File: src/rtl/pcmp_pkg.sv
package pcmp_pkg;
  typedef enum logic [1:0] {
    ST_IDLE = 2'd0,
    ST_HI   = 2'd1,
    ST_PICK = 2'd2,
    ST_LO   = 2'd3
  } pcmp_state_e;
endpackage

File: src/rtl/pcmp_first_set.sv
// Lowest-index set bit of a request mask.
module pcmp_first_set #(
  parameter int N    = 36,
  localparam int IW  = (N > 1) ? $clog2(N) : 1
) (
  input  logic [N-1:0]  mask,
  output logic          found,
  output logic [IW-1:0] idx
);
  always_comb begin
    found = |mask;
    idx   = '0;
    for (int i = N - 1; i >= 0; i--) begin
      if (mask[i]) idx = IW'(i);
    end
  end
endmodule

File: src/rtl/pcmp_mac.sv
// One unsigned-group by signed-weight product added to an accumulator.
module pcmp_mac #(
  parameter int GW    = 4,
  parameter int WGT_W = 8,
  parameter int ACC_W = 21
) (
  input  logic        [GW-1:0]    grp,
  input  logic signed [WGT_W-1:0] wgt,
  input  logic signed [ACC_W-1:0] acc_in,
  output logic signed [ACC_W-1:0] acc_out
);
  logic signed [GW+WGT_W:0] prod;
  logic signed [ACC_W-1:0]  prod_ext;

  assign prod     = $signed({1'b0, grp}) * wgt;
  assign prod_ext = ACC_W'(prod);
  assign acc_out  = acc_in + prod_ext;
endmodule

File: src/rtl/pcmp_argmax.sv
// Largest signed value; the lowest index wins a tie.
module pcmp_argmax #(
  parameter int CANDS = 4,
  parameter int W     = 17,
  localparam int IW   = (CANDS > 1) ? $clog2(CANDS) : 1
) (
  input  logic [CANDS*W-1:0] vals,
  output logic [IW-1:0]      idx
);
  logic signed [W-1:0] best;

  always_comb begin
    best = $signed(vals[W-1:0]);
    idx  = '0;
    for (int i = 1; i < CANDS; i++) begin
      if ($signed(vals[i*W +: W]) > best) begin
        best = $signed(vals[i*W +: W]);
        idx  = IW'(i);
      end
    end
  end
endmodule

File: src/rtl/pcmp_unit.sv
module pcmp_unit
  import pcmp_pkg::*;
#(
  parameter int CANDS = 4,
  parameter int TAPS  = 9,
  parameter int ACT_W = 8,
  parameter int WGT_W = 8,
  parameter int GRP_W = 4,
  localparam int NHI      = CANDS * TAPS,
  localparam int HI_W     = ACT_W - GRP_W,
  localparam int MG_W     = (HI_W > GRP_W) ? HI_W : GRP_W,
  localparam int HI_ACC_W = HI_W + WGT_W + 1 + $clog2(TAPS),
  localparam int RES_W    = ACT_W + WGT_W + 1 + $clog2(TAPS),
  localparam int CIDX_W   = (CANDS > 1) ? $clog2(CANDS) : 1,
  localparam int TIDX_W   = (TAPS > 1) ? $clog2(TAPS) : 1,
  localparam int HI_IDX_W = (NHI > 1) ? $clog2(NHI) : 1,
  localparam int CNT_W    = $clog2(NHI + TAPS + 1)
) (
  input  logic                    clk,
  input  logic                    rst,
  input  logic                    start,
  input  logic [NHI*ACT_W-1:0]    act_i,
  input  logic [TAPS*WGT_W-1:0]   wgt_i,
  output logic                    busy,
  output logic                    done,
  output logic [CIDX_W-1:0]       win_idx,
  output logic signed [RES_W-1:0] result,
  output logic [CNT_W-1:0]        mac_cycles
);
  pcmp_state_e state;

  logic        [ACT_W-1:0]    act_q [NHI];
  logic signed [WGT_W-1:0]    wgt_q [TAPS];
  logic signed [HI_ACC_W-1:0] hi_acc [CANDS];
  logic signed [RES_W-1:0]    fin_acc;
  logic [NHI-1:0]             hi_mask;
  logic [NHI-1:0]             hi_mask_in;
  logic [TAPS-1:0]            lo_mask;
  logic [TAPS-1:0]            lo_mask_win;
  logic [CIDX_W-1:0]          win_run;
  logic [CNT_W-1:0]           run_cnt;

  logic                       hi_found;
  logic [HI_IDX_W-1:0]        hi_idx;
  logic                       lo_found;
  logic [TIDX_W-1:0]          lo_idx;
  logic [CIDX_W-1:0]          hi_cand;
  logic [TIDX_W-1:0]          hi_tap;
  logic [HI_IDX_W-1:0]        lo_pos;
  logic [CIDX_W-1:0]          am_idx;
  logic [CANDS*HI_ACC_W-1:0]  hi_flat;

  logic        [MG_W-1:0]     mac_grp;
  logic signed [WGT_W-1:0]    mac_wgt;
  logic signed [RES_W-1:0]    mac_acc;
  logic signed [RES_W-1:0]    mac_out;

  // Non-zero high groups of the incoming window, built at capture time.
  for (genvar j = 0; j < NHI; j++) begin : g_hmask
    assign hi_mask_in[j] = |act_i[j*ACT_W+GRP_W +: HI_W];
  end

  for (genvar c = 0; c < CANDS; c++) begin : g_flat
    assign hi_flat[c*HI_ACC_W +: HI_ACC_W] = hi_acc[c];
  end

  // Non-zero low groups of the candidate the comparator currently favours.
  always_comb begin
    for (int t = 0; t < TAPS; t++) begin
      lo_mask_win[t] = |act_q[HI_IDX_W'(int'(am_idx) * TAPS + t)][GRP_W-1:0];
    end
  end

  assign hi_cand = CIDX_W'(int'(hi_idx) / TAPS);
  assign hi_tap  = TIDX_W'(int'(hi_idx) % TAPS);
  assign lo_pos  = HI_IDX_W'(int'(win_run) * TAPS + int'(lo_idx));

  pcmp_first_set #(.N(NHI)) u_hi_pick (
    .mask (hi_mask),
    .found(hi_found),
    .idx  (hi_idx)
  );

  pcmp_first_set #(.N(TAPS)) u_lo_pick (
    .mask (lo_mask),
    .found(lo_found),
    .idx  (lo_idx)
  );

  pcmp_argmax #(.CANDS(CANDS), .W(HI_ACC_W)) u_argmax (
    .vals(hi_flat),
    .idx (am_idx)
  );

  // Operand steering into the single shared MAC.
  always_comb begin
    if (state == ST_LO) begin
      mac_grp = MG_W'(act_q[lo_pos][GRP_W-1:0]);
      mac_wgt = wgt_q[lo_idx];
      mac_acc = fin_acc;
    end else begin
      mac_grp = MG_W'(act_q[hi_idx][ACT_W-1:GRP_W]);
      mac_wgt = wgt_q[hi_tap];
      mac_acc = RES_W'(hi_acc[hi_cand]);
    end
  end

  pcmp_mac #(.GW(MG_W), .WGT_W(WGT_W), .ACC_W(RES_W)) u_mac (
    .grp    (mac_grp),
    .wgt    (mac_wgt),
    .acc_in (mac_acc),
    .acc_out(mac_out)
  );

  always_ff @(posedge clk) begin
    if (rst) begin
      state      <= ST_IDLE;
      hi_mask    <= '0;
      lo_mask    <= '0;
      fin_acc    <= '0;
      win_run    <= '0;
      run_cnt    <= '0;
      done       <= 1'b0;
      win_idx    <= '0;
      result     <= '0;
      mac_cycles <= '0;
      for (int c = 0; c < CANDS; c++) hi_acc[c] <= '0;
      for (int j = 0; j < NHI; j++) act_q[j] <= '0;
      for (int t = 0; t < TAPS; t++) wgt_q[t] <= '0;
    end else begin
      done <= 1'b0;
      case (state)
        ST_IDLE: begin
          if (start) begin
            for (int j = 0; j < NHI; j++) act_q[j] <= act_i[j*ACT_W +: ACT_W];
            for (int t = 0; t < TAPS; t++) wgt_q[t] <= $signed(wgt_i[t*WGT_W +: WGT_W]);
            for (int c = 0; c < CANDS; c++) hi_acc[c] <= '0;
            hi_mask <= hi_mask_in;
            run_cnt <= '0;
            state   <= ST_HI;
          end
        end
        ST_HI: begin
          if (hi_found) begin
            hi_acc[hi_cand]  <= mac_out[HI_ACC_W-1:0];
            hi_mask[hi_idx]  <= 1'b0;
            run_cnt          <= run_cnt + 1'b1;
          end else begin
            state <= ST_PICK;
          end
        end
        ST_PICK: begin
          win_run <= am_idx;
          fin_acc <= RES_W'(hi_acc[am_idx]) <<< GRP_W;
          lo_mask <= lo_mask_win;
          state   <= ST_LO;
        end
        ST_LO: begin
          if (lo_found) begin
            fin_acc         <= mac_out;
            lo_mask[lo_idx] <= 1'b0;
            run_cnt         <= run_cnt + 1'b1;
          end else begin
            result     <= fin_acc;
            win_idx    <= win_run;
            mac_cycles <= run_cnt;
            done       <= 1'b1;
            state      <= ST_IDLE;
          end
        end
        default: state <= ST_IDLE;
      endcase
    end
  end

  assign busy = (state != ST_IDLE);
endmodule

File: config.mk
export PLATFORM = sky130hd
export DESIGN_NAME = pcmp_unit
export DESIGN_NICKNAME = d
export VERILOG_FILES = /design/src/rtl/pcmp_pkg.sv /design/src/rtl/pcmp_first_set.sv /design/src/rtl/pcmp_mac.sv /design/src/rtl/pcmp_argmax.sv /design/src/rtl/pcmp_unit.sv
export SDC_FILE = /design/constraint.sdc
export NUM_CORES = 1
export LEC_CHECK = 0
export ABC_AREA = 1
export BUFFER_PORTS_ARGS = -buffer_cell sky130_fd_sc_hd__clkbuf_2
export CAP_MARGIN = 20
export CORE_UTILIZATION = 30
export CTS_CLUSTER_DIAMETER = 30
export DETAILED_ROUTE_END_ITERATION = 8
export PLACE_DENSITY = 0.57
export SLEW_MARGIN = 20
export SYNTH_ARGS = -nofsm -noshare
export SYNTH_HDL_FRONTEND = slang
export SYNTH_HIERARCHICAL = 1
export SYNTH_SLANG_ARGS = --single-unit
File: constraint.sdc
create_clock -name clk -period 13.3 [get_ports clk]
set_clock_uncertainty 0.2 [all_clocks]
set_input_delay 1.995 -clock clk [delete_from_list [all_inputs] [get_ports clk]]
set_output_delay 1.995 -clock clk [all_outputs]
set_load 0.005 [all_outputs]
## After elaboration in Yosys (flattened, before gate mapping)

Memory sizes are Yosys's and may differ from the RTL's.
Cells that the tools add are included.

| word-level totals | value |
|---|---|
| bits in writable memories | 428 |
| logic and storage cells | 295 |
| memories kept | 3 |
| latch bits | 0 |
| output and inout bits | 31 |
| flip-flop bits (word level) | 106 |
| input bits | 363 |
| bits in read-only memories | 0 |

| cells by class | value |
|---|---|
| bitwise operators | 55 |
| eq/ne operators | 8 |
| multiplexer cells | 135 |
| multipliers | 3 |
| div/mod/pow operators | 2 |
| $lt $le $gt $ge | 7 |
| reduce and logical (&&, ||, !) cells | 61 |
| shift-type cells | 0 |
| add/subtract/negate cells | 11 |

Memories:

| name | words | bits a word | read ports | clocked after Yosys merged registers in | wr ports | line | source |
|---|---|---|---|---|---|---|---|
| act_q | 36 | 8 | 11 | 0 | 36 | pcmp_unit.sv:32 | `logic [ACT_W-1:0] act_q [NHI];` |
| wgt_q | 9 | 8 | 2 | 0 | 9 | pcmp_unit.sv:33 | `logic signed [WGT_W-1:0] wgt_q [TAPS];` |
| hi_acc | 4 | 17 | 6 | 0 | 4 | pcmp_unit.sv:34 | `logic signed [HI_ACC_W-1:0] hi_acc [CANDS];` |

Operator list:

| kind | number |
|---|---|
| two-way mux 8 bit | 46 |
| two-way mux 6 bit | 39 |
| OR reduction 4 bit | 45 |
| two-way mux 17 bit | 7 |
| two-way mux 36 bit | 2 |
| one-hot mux 36 bit (2 select lines) | 1 |
| greater-than comparator 17 bit | 3 |
| OR 1 bit | 49 |
| two-way mux 21 bit | 2 |
| one-hot mux 21 bit (2 select lines) | 1 |
| two-way mux 4 bit | 10 |
| bitwise AND 36 bit | 1 |
| NOT 36 bit | 1 |
| OR reduction 36 bit | 1 |
| divider 7 x 5 -> 32 bit, second input constant | 1 |
| remainder unit 7 x 5 -> 32 bit, second input constant | 1 |
| adder 6 x 4 -> 6 bit, second input constant | 5 |
| adder 21 x 13 -> 21 bit | 1 |
| one-hot mux 6 bit (3 select lines) | 1 |
| one-hot mux 9 bit (2 select lines) | 1 |
| OR reduction 17 bit | 1 |
| two-way mux 1 bit | 15 |
| multiplier 5 x 8 -> 13 bit | 1 |
| adder 6 x 3 -> 6 bit, second input constant | 2 |
| 28 further kinds | 45 |

## Longest topological paths before layout

Gate-level depths: netlist of the first run.

| depth | value |
|---|---|
| depth in word-level cells | 44 |
| mapped depth | 79 |
| mapped depth without buffers | 78 |

## Cells and area by module

The synthesis of the first run kept the hierarchy.

By module, submodules not included:

| module | instances | cells each | seq. area each (um^2) | area each (um^2) |
|---|---|---|---|---|
| pcmp_unit | 1 | 3404 | 14974.4 | 28199.5 |
| pcmp_mac | 1 | 419 | 0.0 | 2812.7 |
| pcmp_argmax | 1 | 340 | 0.0 | 2059.5 |
| pcmp_first_set (u_hi_pick) | 1 | 128 | 0.0 | 526.8 |
| pcmp_first_set (u_lo_pick) | 1 | 25 | 0.0 | 126.4 |

## Worst setup path before layout of the first run

Ideal clock, no wire load.

| path | value |
|---|---|
| path kind | input to register |
| start | input port rst |
| end | memory act_q[0][0], enable pin |
| stages | 4 |
| library setup time | 0.707 ns |
| arrival time | 9.546 ns |
| path buffers | 2 |
| slack | 2.847 ns |
| data required time | 12.393 ns |
| cell sequence | clkbuf_1 -> clkbuf_1 -> a21oi_1 -> inv_1 |

RTL lines:

| item | line | source |
|---|---|---|
| start, declared | pcmp_unit.sv:20 | `input logic rst,` |
| end, declared | pcmp_unit.sv:32 |  |

==> results.md, run 1 <==
- Status: finished clean
- First-pass GRT wire length: 182000 µm
- CP Class: flop to flop
- Max-cap viol count: 0
- Post-synth EDFFs: 428
- Ys Warns: 6
- Slew margin rel.: 28.3%
- Share of cells above drive strength 1: 15.7%
- Vias in the first global route: 30200
- GRT Total Usage: 21.1%
- Vias/cell: 4.95
- Htree depth: 4
- Chip Width: 337 µm
- Rows: 122
- Total negative setup slack: 0 ns
- Post-synth top area share: 38.1%
- PortBufs: 393
- HP Class: flop to flop
- Die Y: 337 µm
- Antenna violations before repair: 3
- Root Buffer: clkbuf_16
- Diodes inserted: 0
- CTS tree: done
- Total number of vias: 31100
- Clk sinks: 534
- Clock Tree Buf Depth: 3
- CTS-repair resized insts: 0
- Final nets: 5205
- Number of post-CTS setup repair buffers: 0
- CP peak stage delay: 0.59 ns
- Post-synth cell types: 66
- Sequential share of the synthesized area: 44.4%
- Final Slew Violations: 0
- CP max stage cell: nand2_2
- Most common cell in the netlist: inv_1
- Fin crit share: 77.4%
- Setup-failing EPs final: 0
- Mapped Area: 0.0337 mm²
- Data arrival, critical path: 10.54 ns
- Top Ports: 394
- Top cells by count, synth: inv_1, nand2_1, nor2_1
- Slew @ Worst Pin: 1.08 ns
- Syn Inst Count: 4316
- Crit path capture type: flop
- Main synth FF type: edfxtp_1
- Drt pass-1 iters: 6
- Core Area: 0.111 mm²
- Aggregate global routing overflow: 0
- Final hold viol count: 0
- Synthesized flop and latch total: 534
- Largest net degree at the start of global routing: 139
- Die Area: 0.114 mm²
- Number of DRC markers in iteration 0: 2515
- CTS Buf Count: 136
- Ranking of synthesized cells by area: edfxtp_1, inv_1, nand2_1
- Clock Latency Late Sink: 0.75 ns
- Min cycle time layout: 10.29 ns
- HPWL after detailed placement: 90600 µm
- Routed length per instance: 19.3 µm
- Register clock-pin slew on the reported worst setup and hold paths: 0.05 ns
- Post-detailed-route count of antenna-violating nets: 0
- Syn nets: 4837
- Area Growth Syn to Fin: 23.9%
- Top cell by count, worst path: nand2_1
- Startpoint types: flop
- Crit Path Max Fanout: 33
- RSZ-0062 raised after global routing: no
- CTS Hold Bufs: 0
- Critical Path RT: 13.55 ns
- Ys async rst share: 0%
- Syn Area/Cell: 7.81 µm²
- Final WL: 121000 µm
- Drt drc: 0
- GPL Wtd Cong: 0.919
- Starting Density: 30.3%
- Max Freq: 97.2 MHz
- Yosys top cell by area: edfxtp_1
-- worst max-delay path: cells and delay by family, from the launching register on --
family,cells,cell delay (ns)
AO/OA/AOI/OAI,3,0.65
XOR/XNOR,1,0.28
adder cells (fa/ha/maj),5,1.87
buffers and inverters,9,1.53
flip-flops,1,0.34
AND/OR/NAND/NOR,55,5.10
-- registers in the layout, indices dropped and copies added (netlist names) --
register    flops
run_cnt         6
act_q         288
win_run         2
hi_mask        36
win_idx         2
fin_acc        21
done            1
lo_mask         9
result         21
hi_acc         68
mac_cycles      6
state           2
wgt_q          72
-- final timing paths --
path,from,end,slack (ns),depth (start not counted)
worst max-delay path,hi_mask[34],hi_acc[0][16],3.01,73
worst min-delay path,fin_acc[3],fin_acc[3],0.26,2
worst max register to register,hi_mask[34],hi_acc[0][16],3.01,73
worst min register to register,fin_acc[3],fin_acc[3],0.26,2
-- cell type report --
| cell class | count | area (µm²) |
|---|---|---|
| fillers | 11600 | 69400 |
| flip-flops and latches | 534 | 15000 |
| multi-input cells | 2734 | 14800 |
| clock buffers | 160 | 3540 |
| inverters | 842 | 3180 |
| repair buffers | 436 | 2310 |
| well taps | 1488 | 1860 |
| clock inverters | 89 | 1130 |
-- per-stage QoR --
| step | hold WS, ns | instance area [µm²] | utilization (%) | std cells | setup WS, ns |
|---|---|---|---|---|---|
| detailed placement | 0.257 | 37100 | 33.3 | 6032 | 3.03 |
| floorplan | 0.236 | 33700 | - | 4316 | 2.85 |
| finish | 0.261 | 41800 | 37.6 | 6283 | 3.01 |
| global route | 0.286 | 41800 | 37.6 | 6283 | 1.80 |
| CTS | 0.263 | 41700 | 37.6 | 6281 | 2.98 |
| global placement | 0.253 | 37100 | 33.3 | 6032 | 3.23 |
-- cells by family after synthesis --
family / Yosys count / synth area share, %
buffers and inverters: 1048 / 12.0
adder cells (fa/ha/maj): 158 / 6.86
XOR/XNOR: 21 / 0.590
multiplexers: 9 / 0.267
flip-flops: 534 / 44.4
AND/OR/NAND/NOR: 1803 / 23.0
AO/OA/AOI/OAI: 743 / 12.9
-- cells in the final DEF, fill, tap and decap left out, drive strengths merged, types with 13 or more instances in the layout --
cell type  count
nand3        267
bufinv        15
o22ai         29
o221ai        13
nand4         81
clkinvlp      17
a22oi         35
clkinv        58
inv          841
nor2         640
a21oi        189
a221oi        18
xor2          17
nand2        739
nor3          28
edfxtp       428
dfxtp        106
buf           42
o211ai        31
nand3b        29
clkbuf       554
o21ai        327
fa            45
ha           113
a31oi         26
-- per-layer routing --
layer  vias to the layer above  routed length, µm  GRT usage [%]
li1                      14900                  -              -
met3                       242               7860           3.55
met5                         -                 22              0
met2                      1220              59000           36.0
met1                     14700              50100           26.3
met4                         4               4460           8.79
Power of run 1 is not shown: default switching activity piles up to over one toggle a cycle in this logic, so the estimate is an artifact.
==> run 2, diff against run 1 <==
Settings changed: ABC_AREA 1 to 0.
Clock period 13.3 ns to 10.47 ns, I/O delays scaled along.
==> run 2 against run 1 <==
  * Critical path depth down 34
  * Final area fell by 0.85%
  * Die area down 3.5%
  * Register-to-register slack worse by 2.5 ns
  * Utilization grew 0.99 points
  * Area after synthesis fell by 3.5%
  * Global-route usage down 0.89 points
  * Highest routed layer unchanged
==> results.md, run 2 <==
- Clock Tree Buf Depth: 3 (unchanged)
- Regs by FF count: act_q x288, wgt_q x72, hi_acc x68 (unchanged)
- Syn Area/Cell: 11.1 µm² (was 7.81 µm²)
- Final core utilization: 38.6% (was 37.6%)
- Vias in the first global route: 25800 (was 30200)
- Routed length per instance: 23.2 µm (was 19.3 µm)
- Total number of vias: 25800 (was 31100)
- GRT Total Usage: 20.2% (was 21.1%)
- Register clock-pin slew on the reported worst setup and hold paths: 0.05 ns (about the same)
- Htree depth: 4 (unchanged)
- Core Area: 0.107 mm² (was 0.111 mm²)
- Post-DP Area: 0.0362 mm² (was 0.0371 mm²)
- Setup-failing EPs final: 0 (unchanged)
- Max reg flops: 288 (unchanged)
- Fin crit share: 94.7% (was 77.4%)
- Final hold viol count: 0 (unchanged)
- Fill count: 10400 (was 11600)
- Share of cells above drive strength 1: 26.4% (was 15.7%)
- Startpoint types: flop (unchanged)
- Mapped Area: 0.0325 mm² (was 0.0337 mm²)
- Final hold slack: 0.252 ns (was 0.261 ns)
- Die Y: 331 µm (was 337 µm)
- Critical Path RT: 10.89 ns (was 13.55 ns)
- Synthesized flop and latch total: 534 (unchanged)
- HPWL after detailed placement: 83200 µm (was 90600 µm)
- Drt pass-1 iters: 6 (unchanged)
- Multi-input gate area: 0.0165 mm² (was 0.0148 mm²)
- Chip Width: 331 µm (was 337 µm)
- Post-route design area: 0.0414 mm² (was 0.0418 mm²)
- Slew margin rel.: 25.1% (was 28.3%)
- Syn nets: 3439 (was 4837)
- CTS Buf Count: 142 (was 136)
- Post-synth top area share: 39.5% (was 38.1%)
- Clock Latency Late Sink: 0.76 ns (was 0.75 ns)
- Post-synth cell types: 104 (was 66)
- Ranking of synthesized cells by area: edfxtp_1, and2_1, mux4_2 (was edfxtp_1, inv_1, nand2_1)
- PortBufs: 393 (unchanged)
- Ys async rst share: 0% (unchanged)
- Starting Density: 30.3% (about the same)
- Max Freq: 101 MHz (was 97.2 MHz)
- Rows: 120 (was 122)
- Crit path capture type: flop (unchanged)
- Seq. cell area: 0.0150 mm² (unchanged)
- CP Buf/Inv Count: 8 (was 9)
- Most frequent cells in the layout: and2_1, edfxtp_1, clkbuf_2, nand2_1, inv_1 (was inv_1, nand2_1, nor2_1, edfxtp_1, clkbuf_2)
- CP max stage cell: fa_1 (was nand2_2)
- Data arrival, critical path: 10.34 ns (was 10.54 ns)
- Top Ports: 394 (unchanged)
- Crit Path Max Fanout: 14 (was 33)
- Dpl cells: 4605 (was 6032)
- Largest delay share family, worst path: simple AND/OR/NAND/NOR gates (unchanged)
- HP Class: flop to flop (unchanged)
- Fin cells: 4879 (was 6283)
- CP Class: flop to flop (unchanged)
- Drt drc: 0 (unchanged)
- Min cycle time layout: 9.92 ns (was 10.29 ns)
- Ys Warns: 6 (unchanged)
- First-pass GRT wire length: 167000 µm (was 182000 µm)
- Post-detailed-route count of antenna-violating nets: 0 (unchanged)
- Largest reg by FF count: act_q (unchanged)
- Aggregate global routing overflow: 0 (unchanged)
- Final Slew Violations: 0 (unchanged)
- CTS tree: done (unchanged)
- CP peak stage delay: 0.58 ns (was 0.59 ns)
- Max-cap viol count: 0 (unchanged)
- Slew @ Worst Pin: 1.12 ns (was 1.08 ns)
- Syn Inst Count: 2918 (was 4316)
- Area Growth Syn to Fin: 27.3% (was 23.9%)
- Antenna violations before repair: 9 (was 3)
- Top cells by count, synth: and2_1, edfxtp_1, nand2_1 (was inv_1, nand2_1, nor2_1)
- Most common cell in the netlist: and2_1 (was inv_1)
- Largest net degree at the start of global routing: 270 (was 139)
- Number of DRC markers in iteration 0: 2233 (was 2515)
- Final nets: 3873 (was 5205)
- GPL Wtd Cong: 0.883 (was 0.919)
- Clk sinks: 534 (unchanged)
- Main synth FF type: edfxtp_1 (unchanged)
- Post-synth EDFFs: 428 (unchanged)
- Sequential share of the synthesized area: 46.0% (was 44.4%)
- Final WL: 113000 µm (was 121000 µm)
- Yosys top cell by area: edfxtp_1 (unchanged)
- Most common cell after layout, fill and taps aside: and2_1 (was inv_1)
- Vias/cell: 5.28 (was 4.95)
- Status: finished clean (unchanged)
- Root Buffer: clkbuf_16 (unchanged)
- Die Area: 0.110 mm² (was 0.114 mm²)
[run 2: cell count changes in the layout (fill, tap and decap cells not counted), sizes merged, moves of 37 or more]
cell   delta
nand4    -46
mux4     +96
a21oi    -42
mux2i    +67
inv     -680
o21ai   -253
nand2   -529
nor4     +37
and2    +440
nor2    -511
nand3   -235
nor2b    +37
[run 2: worst min-delay path, stage by stage (launching register included)]
cell	delay [ns]
dfxtp_1	0.30
nand2_1	0.05
a21oi_1	0.05
[run 2: per-stage QoR]
step,setup WS [ns],TNS (ns)
detailed placement,-0.0347,-0.126
global route,-0.0102,-0.0102
global placement,0.396,0
finish,0.554,0
floorplan,0.281,0
CTS,0.0612,0
[run 2: area by class of cell]
| class | instances | area share [%] |
|---|---|---|
| inverter | 152 | 1.40 |
| timing repair buffer | 466 | 6.17 |
| antenna | 4 | 0.0242 |
| clock buffer | 175 | 9.07 |
| multi-input combinational | 2056 | 39.7 |
| sequential | 534 | 36.2 |
| tap | 1403 | 4.24 |
| clock inverter | 89 | 3.19 |
[run 2: worst paths after layout]
check	slack, ns	cells past startpoint	end	startpoint
setup / recovery	0.55	39	fin_acc[9]	hi_mask[19]
hold / removal	0.25	2	mac_cycles[1]	mac_cycles[1]
setup reg to reg	0.55	39	fin_acc[9]	hi_mask[19]
hold reg to reg	0.25	2	mac_cycles[1]	mac_cycles[1]
[run 2: layer usage]
layer | vias up | track usage [%] | wire length, µm
met5 | - | 0 | 42
met2 | 977 | 33.6 | 54800
met1 | 12700 | 25.9 | 47800
li1 | 11800 | - | -
met4 | 8 | 7.29 | 3230
met3 | 215 | 4.14 | 7270
[run 2: logic make-up after synthesis]
family,count (synthesis),synth area share [%]
compound gates,629,14.3
xor+xnor,33,0.912
fa+ha+maj,158,7.12
buf+inv,328,4.10
flops,534,46.0
mux,194,9.76
simple gates,1042,17.7
[run 2: repair_timing]
| action | in CTS | in global routing |
|---|---|---|
| buffers inserted | 0 | 6 |
| setup endpoints to repair | 6 | 51 |
| resized for setup | 1 | 17 |
| pin swaps | 1 | 4 |
| hold buffers | 0 | 0 |
| hold endpoints to repair | 0 | 0 |
Power of run 2 is left out for the same reason.
